<file path="src/rtl/bus_cycle_seq.sv">
module bus_cycle_seq #(
  parameter int DW = 8
) (
  input  logic            clk,
  input  logic            rst_n,
  input  logic            req_valid,
  input  logic [2:0]      req_kind,
  input  logic [2*DW-1:0] req_addr,
  input  logic [DW-1:0]   req_wdata,
  output logic            req_ready,
  output logic [DW-1:0]   addr_hi,
  output logic [DW-1:0]   ad_out,
  output logic            ad_oe,
  input  logic [DW-1:0]   ad_in,
  output logic            ale,
  output logic            rd_n,
  output logic            wr_n,
  output logic            io_m,
  output logic [DW-1:0]   rdata,
  output logic            done,
  output logic [2:0]      tstate
);
  localparam int AW = 2 * DW;
  localparam logic [2:0] K_FETCH = 3'd0;
  localparam logic [2:0] K_MRD   = 3'd1;
  localparam logic [2:0] K_MWR   = 3'd2;
  localparam logic [2:0] K_IORD  = 3'd3;
  localparam logic [2:0] K_IOWR  = 3'd4;
  localparam logic [2:0] K_IDLE  = 3'd5;

  logic          busy;
  logic [2:0]    kind_q;
  logic [2:0]    t_q;
  logic [AW-1:0] addr_q;
  logic [DW-1:0] wdata_q;

  wire is_rd  = (kind_q == K_FETCH) || (kind_q == K_MRD) || (kind_q == K_IORD);
  wire is_wr  = (kind_q == K_MWR) || (kind_q == K_IOWR);
  wire bus_on = busy && (kind_q != K_IDLE) && (t_q <= 3'd3);
  wire mid    = (t_q == 3'd2) || (t_q == 3'd3);
  wire [2:0] len = (kind_q == K_FETCH) ? 3'd4 : 3'd3;
  wire last   = busy && (t_q == len);
  wire accept = req_valid && req_ready && (req_kind <= K_IDLE);

  assign req_ready = !busy || last;
  assign done      = last;
  assign tstate    = busy ? t_q : 3'd0;
  assign ale       = bus_on && (t_q == 3'd1);
  assign addr_hi   = bus_on ? addr_q[AW-1:DW] : '0;
  assign ad_oe     = bus_on && ((t_q == 3'd1) || is_wr);
  assign ad_out    = !bus_on     ? '0 :
                     (t_q == 3'd1) ? addr_q[DW-1:0] :
                     is_wr       ? wdata_q : '0;
  assign rd_n      = !(bus_on && is_rd && mid);
  assign wr_n      = !(bus_on && is_wr && mid);
  assign io_m      = busy && ((kind_q == K_IORD) || (kind_q == K_IOWR));

  always_ff @(posedge clk or negedge rst_n) begin
    if (!rst_n) begin
      busy    <= 1'b0;
      kind_q  <= K_IDLE;
      t_q     <= 3'd0;
      addr_q  <= '0;
      wdata_q <= '0;
      rdata   <= '0;
    end else begin
      if (bus_on && is_rd && (t_q == 3'd3))
        rdata <= ad_in;
      if (accept) begin
        busy    <= 1'b1;
        kind_q  <= req_kind;
        t_q     <= 3'd1;
        addr_q  <= req_addr;
        wdata_q <= req_wdata;
      end else if (last) begin
        busy <= 1'b0;
        t_q  <= 3'd0;
      end else if (busy) begin
        t_q <= t_q + 3'd1;
      end
    end
  end
endmodule

</file>
<file path="config.mk">
export PLATFORM = sky130hd
export DESIGN_NAME = bus_cycle_seq
export DESIGN_NICKNAME = d
export VERILOG_FILES = /design/src/rtl/bus_cycle_seq.sv
export SDC_FILE = /design/constraint.sdc
export NUM_CORES = 1
export LEC_CHECK = 0
export BUFFER_PORTS_ARGS = -buffer_cell sky130_fd_sc_hd__buf_2
export CORE_ASPECT_RATIO = 1.2
export CORE_MARGIN = 3
export CORE_UTILIZATION = 53
export DETAILED_ROUTE_END_ITERATION = 8
export GPL_ROUTABILITY_DRIVEN = 1
export PLACE_DENSITY_LB_ADDON = 0.25
export SETUP_SLACK_MARGIN = 0.02
export SLEW_MARGIN = 25
export SYNTH_ARGS = -nofsm -noshare
export SYNTH_HDL_FRONTEND = slang
export SYNTH_SLANG_ARGS = --single-unit
export TNS_END_PERCENT = 20
</file>
<file path="constraint.sdc">
create_clock -name clk -period 3 [get_ports clk]
set_input_delay 0.6 -clock clk [delete_from_list [all_inputs] [get_ports clk]]
set_output_delay 0.6 -clock clk [all_outputs]
set_load 0.01 [all_outputs]
</file>
# Word level (Yosys, flattened, before mapping)

Index checks and enable logic that the tools add are counted.

Output and inout bits: 34
Flip-flop bits (word level): 39
Logic and storage cells: 55

Muxes and demuxes: 11
Order comparisons: 2
Equal/unequal tests: 9
Reduce and logical (&&, ||, !) cells: 26
$add $sub $neg: 1

Operators by type and width:

| kind                  | count |
|---|---|
| $mux W8               | 4 |
| $mux W3               | 5 |
| $logic_and A1 B1 Y1   | 13 |
| $eq A3 B2 Y1 const B  | 4 |
| $logic_or A1 B1 Y1    | 7 |
| $eq A3 B1 Y1 const B  | 2 |
| $add A3 B1 Y3 const B | 1 |
| $eq A3 B3 Y1          | 1 |
| $eq A3 B3 Y1 const B  | 1 |
| $le A3 B2 Y1 const B  | 1 |
| $le A3 B3 Y1 const B  | 1 |
| $logic_not A1 Y1      | 3 |
| $logic_not A3 Y1      | 1 |
| $ne A3 B3 Y1 const B  | 1 |
| $reduce_bool A3 Y1    | 1 |
| $mux W1               | 2 |
| $reduce_bool A2 Y1    | 1 |

# Longest topological paths before layout

Depth in word-level cells: 8
Depth in mapped cells: 6
Mapped depth without buffers: 6

# Worst setup path after synthesis

OpenSTA, ideal clock, no wires.

Path kind: register -> output
Start: register t_q[1]
End: output ad_out[0]
Stages on the path, launching flop included: 7
Setup slack: 0.759 ns
Data arrival time: 1.641 ns
Required time: 2.400 ns
Cells stage by stage: dfrtp_1 inv_1 ha_1 nor2b_1 nor3_1 a22oi_1 nor2_1

Longest elaborated chain between the ends: 3
Elaborated cells on any way between the ends: 5
Those cells by class: 1 x order compare; 1 x eq/ne; 2 x mux; 1 x reduce/logical

RTL lines:

| item                                           | RTL line | text |
|---|---|---|
| start, declared                                | 33       | `logic [2:0] t_q;` |
| start signal, assigned                         | 79       | `t_q <= t_q + 3'd1;` |
| $le A3 B2 Y1 or $eq A3 B1 Y1 (tied branches)   | 39, 52   |  |
| $logic_and A1 B1 Y1 or $mux W8 (tied branches) | 39, 52   |  |
| $mux W8 *                                      | 51       | `assign ad_out = !bus_on ? '0 :` |
| end, declared                                  | 12       | `output logic [DW-1:0] ad_out,` |

Mark *: on every way between the ends. The rest lies on a longest branch, timed or not.

# Worst setup path in the final report

Start: register t_q[0]
End: output ad_out[6]

Same word-level chain as after synthesis.

==> metrics.txt <==
# TYPE chip_impl_metric gauge
chip_impl_metric{name="antenna_left",unit=""} 0
chip_impl_info{name="root_buffer",value="sky130_fd_sc_hd__clkbuf_8"} 1
chip_impl_metric{name="n_fill_cell",unit=""} 260
chip_impl_metric{name="cts.repair_timing.setup_buffer_count",unit=""} 0
chip_impl_metric{name="vias",unit=""} 1434
chip_impl_metric{name="p_int",unit="mW"} 1.789
chip_impl_metric{name="yosys_warnings",unit=""} 0
chip_impl_metric{name="path_buf_inv",unit=""} 1
chip_impl_metric{name="initialDrtViolationCount",unit=""} 44
chip_impl_metric{name="grt_start_max_net_pins",unit=""} 40
chip_impl_info{name="rsz_0062_raised_after_global_routing",value="false"} 1
chip_impl_info{name="hold_path_class",value="input pin to asynchronous set/reset pin"} 1
chip_impl_metric{name="fin_cells",unit=""} 267
chip_impl_metric{name="timing.final.crit_share",unit=""} 0.9185
chip_impl_metric{name="timing.critical_path.fanout_max",unit=""} 8
chip_impl_info{name="highest_count_cells_in_the_layout_ignoring_fill_and_taps",value="sky130_fd_sc_hd__buf_2 (71), sky130_fd_sc_hd__dfrtp_1 (37), sky130_fd_sc_hd__mux2_4 (20)"} 1
chip_impl_metric{name="post_synth_inst_count",unit=""} 154
chip_impl_metric{name="fin_tns_setup",unit="ps"} 0
chip_impl_metric{name="initial_utilization",unit=""} 0.5746
chip_impl_metric{name="clock_slew_at_the_register_clock_pins_of_the_worst_setup_and_hold_paths",unit="ps"} 80
chip_impl_metric{name="die_x",unit="µm"} 61.86
chip_impl_metric{name="grt_usage",unit=""} 0.2077
chip_impl_metric{name="finalInstanceArea",unit="µm²"} 2444
chip_impl_metric{name="synth.top_cell.area_share",unit=""} 0.4666
chip_impl_metric{name="routed_wirelength",unit="mm"} 4.302
chip_impl_metric{name="cts_hold_buffers",unit=""} 0
chip_impl_metric{name="synth_seq_cells",unit=""} 39
chip_impl_metric{name="antenna_cells_inserted",unit=""} 0
chip_impl_metric{name="clock_insertion_delay_worst_skew",unit="ps"} 290
chip_impl_metric{name="dp_slack",unit="ps"} 560.4
chip_impl_metric{name="relSlewSlack",unit=""} 0.4485
chip_impl_metric{name="placement.cell_area",unit="µm²"} 2362
chip_impl_metric{name="clockPowerShare",unit=""} 0.118
chip_impl_metric{name="final-hold-violation-count",unit=""} 0
chip_impl_metric{name="floorplan.die_area",unit="µm²"} 4518
chip_impl_info{name="startpoint_type",value="flop"} 1
chip_impl_metric{name="global_route_wire_length_before_repair",unit="mm"} 6.858
chip_impl_metric{name="grt.overflow.total",unit=""} 0
chip_impl_metric{name="antenna_found_initial",unit=""} 0
chip_impl_metric{name="mappedNetlistNets",unit=""} 195
chip_impl_metric{name="number_of_top_level_design_ports",unit=""} 72
chip_impl_metric{name="finalWorstPathRequiredPeriod",unit="ps"} 2756
chip_impl_metric{name="design_power_total",unit="mW"} 2.902
chip_impl_metric{name="p_switching",unit="mW"} 1.113
chip_impl_metric{name="postSynthAreaPerCell",unit="µm²"} 12.89
chip_impl_metric{name="synth_cell_types",unit=""} 32
chip_impl_info{name="outcome",value="completed"} 1
chip_impl_metric{name="dpl.cell_count",unit=""} 259
chip_impl_metric{name="cp.arrival",unit="ps"} 2160
chip_impl_info{name="crit_top_cell",value="sky130_fd_sc_hd__ha_1"} 1
chip_impl_info{name="synth_top_cells_by_area",value="sky130_fd_sc_hd__dfrtp_1 (47%), sky130_fd_sc_hd__mux2_4 (15%), sky130_fd_sc_hd__mux2_2 (8.5%), sky130_fd_sc_hd__and2_1 (4.1%), sky130_fd_sc_hd__a22oi_1 (3.0%)"} 1
chip_impl_metric{name="power.sequential.fraction",unit=""} 0.362
chip_impl_metric{name="layout_setup_ws",unit="ps"} 244.4
chip_impl_info{name="synth_area_leader_cell",value="sky130_fd_sc_hd__dfrtp_1"} 1
chip_impl_metric{name="power.density",unit="nW/µm²"} 1188
chip_impl_metric{name="synth-edff-count",unit=""} 0
chip_impl_metric{name="core_area",unit="µm²"} 3453
chip_impl_metric{name="switching_share",unit=""} 0.3835
chip_impl_metric{name="max_freq",unit="MHz"} 362.9
chip_impl_metric{name="cts_num_sinks",unit=""} 39
chip_impl_info{name="layout_commonest_cell",value="sky130_fd_sc_hd__buf_2"} 1
chip_impl_metric{name="drt_pre_antenna_iters",unit=""} 4
chip_impl_metric{name="cts_resized",unit=""} 0
chip_impl_metric{name="max_slew.worst_pin.slew",unit="ps"} 827.2
chip_impl_metric{name="fin_worst_hold_slack",unit="ps"} 403.5
chip_impl_info{name="worst_setup_path_category",value="flop to primary output"} 1
chip_impl_info{name="crit_path_end_kind",value="primary output"} 1
chip_impl_metric{name="ir_drop",unit="mV"} 0.5647
chip_impl_metric{name="number_of_clock_buffers_inserted_by_tritoncts",unit=""} 5
chip_impl_info{name="postSynth.topFlopCell",value="sky130_fd_sc_hd__dfrtp_1"} 1
chip_impl_metric{name="postSynth.asyncResetShare",unit=""} 1.000
chip_impl_metric{name="crit_required",unit="ps"} 2400
chip_impl_metric{name="share_comb_of_total_power",unit=""} 0.520
chip_impl_metric{name="numPortBuffers",unit=""} 71
chip_impl_metric{name="wire_per_inst",unit="µm"} 16.11
chip_impl_info{name="critical_path.cell_chain",value="ha_1 -> ha_1 -> o21ai_0 -> a21o_1 -> nor2_1 -> buf_2"} 1
chip_impl_metric{name="gp_congestion",unit=""} 0.8151
chip_impl_metric{name="finalNetCount",unit=""} 270
chip_impl_metric{name="fin_util",unit=""} 0.7076
chip_impl_metric{name="finalMaxSlewViolations",unit=""} 0
chip_impl_metric{name="clock_tree.buffer_depth",unit=""} 2
chip_impl_info{name="crit_family",value="compound AO/OA/AOI/OAI gates"} 1
chip_impl_metric{name="route.detailed.vias_per_inst",unit=""} 5.371
chip_impl_metric{name="first_global_vias",unit=""} 1465
chip_impl_info{name="tritoncts_clock_tree",value="yes"} 1
chip_impl_metric{name="drc",unit=""} 0
chip_impl_metric{name="synth_seq_area_share",unit=""} 0.4931
chip_impl_metric{name="cp_slowest_stage_delay",unit="ps"} 490
chip_impl_metric{name="synth_area",unit="µm²"} 1984
chip_impl_metric{name="worst_clock_skew",unit="ps"} 11.56
chip_impl_metric{name="area_growth_from_synthesis_to_layout",unit="%"} 23.14
chip_impl_metric{name="placementRows",unit=""} 23
chip_impl_metric{name="max_cap_violations",unit=""} 0
chip_impl_metric{name="drive_above_1_share",unit=""} 0.5261
chip_impl_metric{name="die-height",unit="µm"} 73.03
chip_impl_metric{name="cellLeakagePower",unit="nW"} 1.216
chip_impl_info{name="timing.critical_path.slowest_stage_cell",value="sky130_fd_sc_hd__dfrtp_1"} 1
chip_impl_metric{name="cts_max_level",unit=""} 2
chip_impl_metric{name="detailed_place_hpwl",unit="mm"} 3.143
chip_impl_metric{name="setup-violations-final",unit=""} 0
sequential cells by signal (all words and copies together) (netlist names):
| name | flops |
|---|---|
| busy | 1 |
| addr_q | 16 |
| wdata_q | 8 |
| kind_q | 3 |
| rdata | 8 |
| t_q | 3 |
worst register-to-register path: cells and delay by family (launching register included):
kind	cells	cell delay, ps
flip-flops	1	640
multiplexers	2	640
buffers and inverters	1	420
AO/OA/AOI/OAI	1	160
AND/OR/NAND/NOR	1	60
kinds of logic (layout without fill, tap and decap cells):
family / count (synthesis) / after routing / synth area share
AND/OR/NAND/NOR: 46 / 46 / 0.1343
flip-flops: 39 / 39 / 0.4931
multiplexers: 36 / 36 / 0.2478
AO/OA/AOI/OAI: 20 / 20 / 0.07252
buffers and inverters: 9 / 85 / 0.02900
adder cells (fa/ha/maj): 3 / 3 / 0.01892
XOR/XNOR: 1 / 1 / 0.004414
power by group through the flow:
stage               clock network [mW]  logic (mW)  registers, mW
finish                           0.342        1.51           1.05
global route                     0.378        1.66           1.09
CTS                              0.349        1.53           1.05
detailed placement                   0        1.52           1.06
global placement                     0        1.48           1.03
floorplan                            0        1.09          0.997
worst paths after layout:
| check | startpoint | endpoint | slack [ps] | depth (start not counted) |
|---|---|---|---|---|
| max | t_q[0] | ad_out[6] | 240 | 6 |
| min | rst_n | addr_q[11] | 400 | 1 |
| max reg2reg | kind_q[0] | wdata_q[4] | 970 | 5 |
| min reg2reg | addr_q[10] | addr_q[10] | 510 | 1 |
| max in group asynchronous | rst_n | addr_q[6] | 2060 | 1 |
| min in group clk | addr_q[10] | addr_q[10] | 510 | 1 |
area by class of cell:
type	instances	area, µm²	share of cell area
clock buffer	7	76.32	0.03123
clock inverter	1	5.005	0.002048
inverter	3	11.26	0.004608
multi-input combinational	106	948.4	0.3881
sequential	39	978.4	0.4004
tap	37	46.29	0.01895
timing repair buffer	74	377.9	0.1546
synthesized netlist by cell type, types with 2 or more instances:
cell type / instances
sky130_fd_sc_hd__nand3b_1: 2
sky130_fd_sc_hd__nand2b_1: 2
sky130_fd_sc_hd__buf_8: 2
sky130_fd_sc_hd__nor3_1: 2
sky130_fd_sc_hd__nand2_1: 9
sky130_fd_sc_hd__and2_1: 13
sky130_fd_sc_hd__nor2b_1: 3
sky130_fd_sc_hd__dfstp_2: 2
sky130_fd_sc_hd__a22oi_1: 8
sky130_fd_sc_hd__clkbuf_1: 3
sky130_fd_sc_hd__ha_1: 3
sky130_fd_sc_hd__o21ai_0: 4
sky130_fd_sc_hd__mux2_2: 15
sky130_fd_sc_hd__dfrtp_1: 37
sky130_fd_sc_hd__nor2_1: 10
sky130_fd_sc_hd__inv_1: 3
sky130_fd_sc_hd__a21oi_1: 2
sky130_fd_sc_hd__mux2_4: 20
metal layers:
metal  wire length (µm)  global-route usage  vias up
li1                   -                   -      688
met1               1885              0.2595      683
met2               2082              0.3423       56
met3                270             0.05487        7
met4                 64             0.07075        0
met5                  0                   0        -
Note: power is estimated with default switching activity, not from simulation.
